**config.mk**
```make
export PLATFORM = sky130hd
export DESIGN_NAME = lockrep_sel
export DESIGN_NICKNAME = d
export VERILOG_FILES = /design/src/rtl/lockrep_pkg.sv /design/src/rtl/lockrep_pick.sv /design/src/rtl/lockrep_store.sv /design/src/rtl/lockrep_flag.sv /design/src/rtl/lockrep_sel.sv
export SDC_FILE = /design/constraint.sdc
export NUM_CORES = 1
export LEC_CHECK = 0
export BUFFER_PORTS_ARGS = -buffer_cell sky130_fd_sc_hd__buf_2
export CAP_MARGIN = 20
export CORE_ASPECT_RATIO = 2
export CORE_MARGIN = 5
export CORE_UTILIZATION = 35
export CTS_BUF_LIST = sky130_fd_sc_hd__clkbuf_4 sky130_fd_sc_hd__clkbuf_8
export CTS_CLUSTER_SIZE = 24
export DETAILED_ROUTE_END_ITERATION = 10
export RECOVER_POWER = 50
export SYNTH_ARGS = -nofsm -noshare
export SYNTH_HDL_FRONTEND = slang
export SYNTH_HIERARCHICAL = 1
export SYNTH_SLANG_ARGS = --single-unit
```
**constraint.sdc**
```tcl
create_clock -name clk -period 6.4 [get_ports clk]
set_input_delay 0.96 -clock clk [delete_from_list [all_inputs] [get_ports clk]]
set_output_delay 0.96 -clock clk [all_outputs]
set_load 0.05 [all_outputs]
```
**src/rtl/lockrep_pkg.sv**
```systemverilog
package lockrep_pkg;
   localparam int FLAG_LOCK  = 0;
   localparam int FLAG_EVICT = 1;
   localparam int NUM_FLAGS  = 2;

   typedef enum logic {
      OP_MISS = 1'b0,
      OP_LOCK = 1'b1
   } op_e;
endpackage

```
**src/rtl/lockrep_pick.sv**
```systemverilog
// Circular first-set finder: lowest offset from 'start' among set bits of 'cand'.
module lockrep_pick #(
   parameter int WAYS  = 8,
   parameter int WAY_W = $clog2(WAYS)
) (
   input  logic [WAYS-1:0]  cand,
   input  logic [WAY_W-1:0] start,
   output logic [WAY_W-1:0] way,
   output logic             found
);
   logic [WAY_W-1:0] pos;

   always_comb begin
      way   = '0;
      found = 1'b0;
      pos   = '0;
      for (int k = WAYS - 1; k >= 0; k--) begin
         pos = start + WAY_W'(k);
         if (cand[pos]) begin
            way   = pos;
            found = 1'b1;
         end
      end
   end
endmodule

```
**src/rtl/lockrep_store.sv**
```systemverilog
// Per-index lock vectors and rotating pointers.
module lockrep_store #(
   parameter int WAYS  = 8,
   parameter int IDX_W = 4,
   parameter int WAY_W = $clog2(WAYS)
) (
   input  logic             clk,
   input  logic             rst_n,
   input  logic [IDX_W-1:0] idx,
   input  logic             we,
   input  logic [WAYS-1:0]  lock_wr,
   input  logic [WAY_W-1:0] ptr_wr,
   output logic [WAYS-1:0]  lock_rd,
   output logic [WAY_W-1:0] ptr_rd
);
   localparam int SETS = 1 << IDX_W;

   logic [WAYS-1:0]  lock_q [SETS];
   logic [WAY_W-1:0] ptr_q  [SETS];

   genvar s;
   generate
      for (s = 0; s < SETS; s++) begin : g_set
         always_ff @(posedge clk or negedge rst_n) begin
            if (!rst_n) begin
               lock_q[s] <= '0;
               ptr_q[s]  <= '0;
            end else if (we && idx == IDX_W'(s)) begin
               lock_q[s] <= lock_wr;
               ptr_q[s]  <= ptr_wr;
            end
         end
      end
   endgenerate

   assign lock_rd = lock_q[idx];
   assign ptr_rd  = ptr_q[idx];
endmodule

```
**src/rtl/lockrep_flag.sv**
```systemverilog
// Sticky error flag; a set in the same cycle as a clear wins.
module lockrep_flag (
   input  logic clk,
   input  logic rst_n,
   input  logic set,
   input  logic clr,
   input  logic irq_en,
   output logic flag,
   output logic irq
);
   always_ff @(posedge clk or negedge rst_n) begin
      if (!rst_n)   flag <= 1'b0;
      else if (set) flag <= 1'b1;
      else if (clr) flag <= 1'b0;
   end

   assign irq = flag & irq_en;
endmodule

```
**src/rtl/lockrep_sel.sv**
```systemverilog
module lockrep_sel
   import lockrep_pkg::*;
#(
   parameter int WAYS  = 8,
   parameter int REQS  = 4,
   parameter int IDX_W = 4,
   localparam int WAY_W = $clog2(WAYS),
   localparam int RID_W = (REQS > 1) ? $clog2(REQS) : 1
) (
   input  logic                 clk,
   input  logic                 rst_n,
   input  logic                 req_valid,
   input  logic                 req_lock,
   input  logic [RID_W-1:0]     req_id,
   input  logic [IDX_W-1:0]     req_index,
   input  logic [REQS*WAYS-1:0] way_masks,
   input  logic [1:0]           flag_clr,
   input  logic                 irq_en_lock,
   input  logic                 irq_en_evict,
   output logic                 rsp_valid,
   output logic [WAY_W-1:0]     rsp_way,
   output logic                 err_lock,
   output logic                 err_evict,
   output logic                 irq_lock,
   output logic                 irq_evict
);
   generate
      if (WAYS < 2 || (1 << WAY_W) != WAYS) begin : g_bad_ways
         $error("WAYS must be a power of two, at least 2");
      end
      if (REQS < 1) begin : g_bad_reqs
         $error("REQS must be at least 1");
      end
      if (IDX_W < 1) begin : g_bad_idx
         $error("IDX_W must be at least 1");
      end
   endgenerate

   op_e              op;
   logic [WAYS-1:0]  mask, lk, cand, lk_next;
   logic [WAY_W-1:0] ptr, rr_way, low_way, victim;
   logic             rr_found, low_found, forced, lock_ok, refuse, we;
   logic [NUM_FLAGS-1:0] fset, fval, firq, fen;

   assign op   = op_e'(req_lock);
   assign mask = way_masks[req_id*WAYS +: WAYS];
   assign cand = mask & ~lk;

   lockrep_store #(.WAYS(WAYS), .IDX_W(IDX_W), .WAY_W(WAY_W)) u_store (
      .clk     (clk),
      .rst_n   (rst_n),
      .idx     (req_index),
      .we      (we),
      .lock_wr (lk_next),
      .ptr_wr  (victim + WAY_W'(1)),
      .lock_rd (lk),
      .ptr_rd  (ptr)
   );

   lockrep_pick #(.WAYS(WAYS), .WAY_W(WAY_W)) u_rr_pick (
      .cand  (cand),
      .start (ptr),
      .way   (rr_way),
      .found (rr_found)
   );

   lockrep_pick #(.WAYS(WAYS), .WAY_W(WAY_W)) u_low_pick (
      .cand  (mask),
      .start ('0),
      .way   (low_way),
      .found (low_found)
   );

   always_comb begin
      victim  = rr_found ? rr_way : low_way;
      forced  = low_found && !rr_found;
      lock_ok = (op == OP_LOCK) && ($countones(cand) >= 2);
      refuse  = (op == OP_LOCK) && low_found && !lock_ok;
      we      = req_valid && low_found;
      lk_next = lk;
      if (forced)  lk_next[victim] = 1'b0;
      if (lock_ok) lk_next[victim] = 1'b1;
   end

   assign fset[FLAG_LOCK]  = req_valid && refuse;
   assign fset[FLAG_EVICT] = req_valid && forced;
   assign fen[FLAG_LOCK]   = irq_en_lock;
   assign fen[FLAG_EVICT]  = irq_en_evict;

   genvar f;
   generate
      for (f = 0; f < NUM_FLAGS; f++) begin : g_flag
         lockrep_flag u_flag (
            .clk    (clk),
            .rst_n  (rst_n),
            .set    (fset[f]),
            .clr    (flag_clr[f]),
            .irq_en (fen[f]),
            .flag   (fval[f]),
            .irq    (firq[f])
         );
      end
   endgenerate

   always_ff @(posedge clk or negedge rst_n) begin
      if (!rst_n) begin
         rsp_valid <= 1'b0;
         rsp_way   <= '0;
      end else begin
         rsp_valid <= req_valid;
         if (req_valid) rsp_way <= low_found ? victim : '0;
      end
   end

   assign err_lock  = fval[FLAG_LOCK];
   assign err_evict = fval[FLAG_EVICT];
   assign irq_lock  = firq[FLAG_LOCK];
   assign irq_evict = firq[FLAG_EVICT];
endmodule

```
---- Word level (Yosys, flattened, before mapping) ----
Index checks and enable logic that the tools add are counted.
operators by class
  shift operators ......................... 1
  divide/modulo/power cells ............... 0
  add/sub/neg operators ................... 15
  muxes and demuxes ....................... 64
  bitwise operators ....................... 8
  reduce and logical (&&, ||, !) cells .... 29
  $mul .................................... 0
  order comparisons ....................... 12
  equal/unequal tests ..................... 15
operators by type and width
  cell                   count
  $mux W3                20
  $lt A3 B4 Y1 const B   9
  $bmux W8 S4            1
  $eq A4 B4 Y1 const B   8
  $mux W8                4
  $shiftx A32 B6 Y8      1
  $mux W1                29
  $bmux W1 S3            8
  $logic_and A1 B1 Y1    24
  $and A8 B8 Y8          2
  $eq A4 B3 Y1 const B   4
  $not A8 Y8             2
  $add A3 B3 Y3 const B  4
  $bmux W3 S4            1
  $add A1 B1 Y2          4
  $eq A4 B2 Y1 const B   2
  $or A8 B8 Y8           1
  $add A2 B2 Y3          2
  $add A3 B1 Y3 const B  2
  $add A3 B2 Y3 const B  2
  $ge A5 B5 Y1 const B   1
  $not A4 Y5             1
  $add A3 B3 Y4          1
  $eq A4 B1 Y1 const B   1
  other kinds (7)        10
storage, ports and cells
  latch bits .............................. 0
  logic and storage cells ................. 180
  flip-flop bits (word level) ............. 182
  memory bits (read-only) ................. 0
  memories kept ........................... 0
  RAM bits ................................ 0

---- Longest topological paths before layout ----
  depth in word-level cells ............... 26
  depth in mapped cells ................... 24

---- Modules after synthesis ----
The synthesis kept the hierarchy.
modules (own cells, without submodules)
  module         times used  cells an instance  sequential area each (um2)  area each (um2)
  lockrep_store  1           499                4404.2                      8100.3
  lockrep_pick   2           90                 0.0                         782.0
  lockrep_sel    1           98                 100.1                       914.6
  lockrep_flag   2           4                  25.0                        42.5

---- Least setup slack after synthesis ----
OpenSTA, ideal clock, no wires.
  kind .................................... input-to-reg
  start point ............................. input port req_index[0]
  end point ............................... register u_store/lock_q[103] (netlist name)
  arrival time ............................ 5.960 ns
  stages on the path ...................... 19
  path slack .............................. 0.375 ns
  cell sequence ........................... buf_6 -> buf_2 -> mux4_2 -> a22oi_1 -> nand2_1 -> nor2b_1 -> fa_1 -> inv_1 -> fa_1 -> fa_1 -> inv_1 -> ha_1 -> inv_1 -> fa_1 -> and3b_1 -> a311o_1 -> o31ai_1 -> clkbuf_1 -> mux2_2
on the way
  longest elaborated chain between the ends .. 26
RTL lines
  what                                            RTL line                              RTL
  start: declaration                              lockrep_sel.sv:15                     input logic [IDX_W-1:0] req_index,
  $not A4 Y5 (implied by the code) (*)            lockrep_store.sv:36                   assign lock_rd = lock_q[idx];
  $bmux W8 S4 (*)                                 lockrep_store.sv:36
  $mux W8 (implied by the code) (*) (2 in a row)  lockrep_store.sv:36
  via lk[3]                                       lockrep_sel.sv:40                     logic [WAYS-1:0] mask, lk, cand, lk_next;
  $not A8 Y8 (*)                                  lockrep_sel.sv:47                     assign cand = mask & ~lk;
  $and A8 B8 Y8 (*)                               lockrep_sel.sv:47
  via cand[3]                                     lockrep_sel.sv:40
  $bmux W1 S3                                     lockrep_pick.sv:19                    if (cand[pos]) begin
  [... 12 more ...]                               -
  $mux W1 (implied by the code)                   lockrep_sel.sv:81, lockrep_sel.sv:82
  $demux W1 S3                                    lockrep_sel.sv:81, lockrep_sel.sv:82
  $not A8 Y8 (no line)                            -
  $and A8 B8 Y8 (no line)                         -
  $mux W8                                         lockrep_sel.sv:81                     if (forced) lk_next[victim] = 1'b0;
  $or A8 B8 Y8 (no line)                          -
  $mux W8 (*)                                     lockrep_sel.sv:82                     if (lock_ok) lk_next[victim] = 1'b1;
  via lk_next[7]                                  lockrep_sel.sv:40
  end signal: indexed assignment                  lockrep_store.sv:29                   lock_q[s] <= lock_wr;
  end: declaration                                lockrep_store.sv:18                   logic [WAYS-1:0] lock_q [SETS];
The timed path passes the listed nets; every way through them passes the cells marked *. The select of a mux whose other input is x is not followed.
A chain may end at the register's enable or synchronous reset.

---- Final worst setup path ----
  start point ............................. input port req_index[1]
  end point ............................... register u_store/lock_q[0] (netlist name)
The elaborated chain is that of the path after synthesis.

==> flow_summary.json <==
{
  "ys_ff_latch": 182,
  "overflow": 0,
  "p_leak_nw": 5.41,
  "dieArea_um2": 34300,
  "worstSetupStartpointType": "primary input",
  "cts_tree": "done",
  "fin_crit_ns": 5.87,
  "postCtsSetupBuffers": 0,
  "via_per_inst": 5.72,
  "syn_to_final_growth_pct": 10.4,
  "fmax_ghz": 0.170,
  "finalSetupTns_ns": 0,
  "ys_warn_count": 6,
  "grt_max_degree": 79,
  "num_io_pins": 54,
  "vias": 7001,
  "ir_worst_vdd_mv": 0.263,
  "max_slew_margin": -1.86,
  "htreeDepth": 4,
  "synth_ff_type": "dfrtp_1",
  "synthArstFlopShare": 1.00,
  "yosysMostFrequentCell": "dfrtp_1",
  "ant_nets": 0,
  "synth_edf_count": 0,
  "worst_slew_pin_slew_ns": 4.29,
  "yosysUniqueCellTypes": 62,
  "drv_cap": 1,
  "finClkSkew_ns": 0.0109,
  "period_share": 0.917,
  "cp.required_ns": 6.80,
  "clk_latency_ns": 0.47,
  "hold_ws_ns": 0.505,
  "finalPower_w": 0.00524,
  "synth_top_cell_by_area": "dfrtp_1",
  "grt_pass1_wl_um": 43500,
  "yosysSeqAreaShare": 0.427,
  "cts_hold_buf": 0,
  "hold_viol": 0,
  "initial_utilization": 0.353,
  "portBuffers": 53,
  "cts_buffers": 17,
  "dieHeight_um": 257,
  "wirelength_um": 27700,
  "cts-root-buf": "clkbuf_8",
  "synth_top_area_frac": 0.427,
  "path_class": "in -> reg",
  "fin_nets": 901,
  "hp-class": "reg -> reg",
  "synth_area_um2": 10700,
  "chipWidth_um": 133,
  "synthTopCellsByCount": "dfrtp_1 (182), mux2_2 (155), mux4_2 (59)",
  "post_cts_resized": 0,
  "core_area_um2": 30200,
  "slew_violations": 79,
  "finalSetupViolations": 0,
  "clockBufferDepth": 2,
  "drt-initial-drc-count": 409,
  "synthCells": 785,
  "path_clk_slew_ns": 0.09,
  "powerDensity_nw_per_um2": 445,
  "track_usage": 0.165,
  "dr.pass1.iters": 5,
  "critical_path.endpoint_type": "flip-flop",
  "violations": "capacitance limit, slew limit",
  "post-route-drc-count": 0,
  "antenna_found_initial": 1,
  "avgRoutedWirePerCell_um": 22.6,
  "gp_congestion": 0.855,
  "ys_top_cells_by_area": "dfrtp_1 (43%), mux2_2 (16%), mux4_2 (12%)",
  "rsz0062_at_grt": "no",
  "cts.sinks": 182,
  "avgSynthCellArea_um2": 13.6,
  "final_layout_size_suffix_gt1_frac": 0.433,
  "grt_pass1_vias": 7507,
  "n_fill_cell": 2898,
  "crit_arrival_ns": 6.27,
  "status": "complete, but fails checks",
  "dp_hpwl_um": 20200,
  "cp_max_fo": 16,
  "fp-row-count": 90
}
-- metal layers --
layer,GRT usage,part of all wire
met1,0.172,0.36
met2,0.322,0.57
met3,0.0235,0.031
met4,0.0721,0.039
met5,0,0
-- kinds of logic after synthesis --
group / count (synthesis) / share of synthesized area
muxes: 269 / 0.375
DFF: 182 / 0.427
and+or+nand+nor: 123 / 0.0583
AOI/OAI and AO/OA: 103 / 0.0726
buffers and inverters: 88 / 0.0440
adders and majority gates: 12 / 0.0169
xor gates and xnor gates: 7 / 0.00575
other: 1 / 0.000352
-- worst paths after layout --
check	start	end	slack [ns]	cells after the start
setup / recovery	req_index[1]	u_store/lock_q[0]	0.53	19
hold / removal	u_store/lock_q[18]	u_store/lock_q[18]	0.51	1
setup reg to reg	u_store/lock_q[96]	u_store/lock_q[0]	1.09	17
hold reg to reg	u_store/lock_q[18]	u_store/lock_q[18]	0.51	1
max in group asynchronous	rst_n	u_store/ptr_q[15]	1.76	2
min in group asynchronous	rst_n	u_store/lock_q[126]	2.00	1
-- cell usage in the layout (no fill, tap or decap), types with 6 or more instances in the layout --
master and n:
nand2_1 37, nor2_2 6, nand4_1 8, conb_1 10, mux4_1 13, a32o_1 6, mux2_4 32, buf_2 44
ha_1 8, nor2_1 20, clkbuf_8 20, dfrtp_1 182, buf_4 34, a21oi_1 16, nand2b_1 9, mux2_2 155
mux4_2 59, nor2b_1 14, a22oi_1 24, clkbuf_1 8, mux2i_1 8, and2_1 7, inv_1 28, a31oi_1 6
-- per-stage QoR --
step	cell area (um^2)	worst slack (ns)	cells	util
6_report	11800	0.531	1223	0.390
3_5_place_dp	11400	0.132	1192	0.377
3_3_place_gp	11400	0.181	1192	0.377
5_1_grt	11800	0.342	1223	0.390
4_1_cts	11800	0.610	1222	0.391
2_1_floorplan	10700	0.375	794	-
-- worst max-delay path: stages --
cell,delay [ns]
buf_2,0.39
buf_4,0.26
mux4_2,0.32
a22oi_1,0.20
nand2_1,0.11
nor2b_1,0.22
fa_1,0.47
inv_1,0.09
fa_1,0.42
fa_1,0.49
inv_1,0.04
ha_1,0.19
inv_1,0.07
fa_1,0.47
and3b_1,0.23
a311oi_2,0.26
buf_4,0.19
a32o_1,0.58
mux2_2,0.27
-- sequential cells by signal (all words and copies together) (netlist names) --
signal	cells
u_store/lock_q	128
rsp_way	3
rsp_valid	1
g_flag.u_flag/flag	2
u_store/ptr_q	48
-- layout make-up --
| type | instances | area [um^2] | area share |
|---|---|---|---|
| flip-flops and latches | 182 | 4550 | 0.387 |
| well taps | 368 | 460 | 0.0391 |
| clock inverters | 10 | 145 | 0.0123 |
| diodes | 1 | 2.50 | 0.000213 |
| repair buffers | 88 | 531 | 0.0451 |
| clock buffers | 20 | 275 | 0.0234 |
| inverters | 30 | 113 | 0.00957 |
| multi-input cells | 524 | 5690 | 0.483 |
-- power by group --
| group | leakage (nW) | total [W] | internal [W] | switching, W |
|---|---|---|---|---|
| clock network | 0.196 | 0.000821 | 0.000415 | 0.000406 |
| logic | 2.79 | 0.00269 | 0.00119 | 0.00150 |
| registers | 2.42 | 0.00173 | 0.00154 | 0.000189 |
| total | 5.41 | 0.00524 | 0.00314 | 0.00209 |
(Power assumes the default switching activity.)
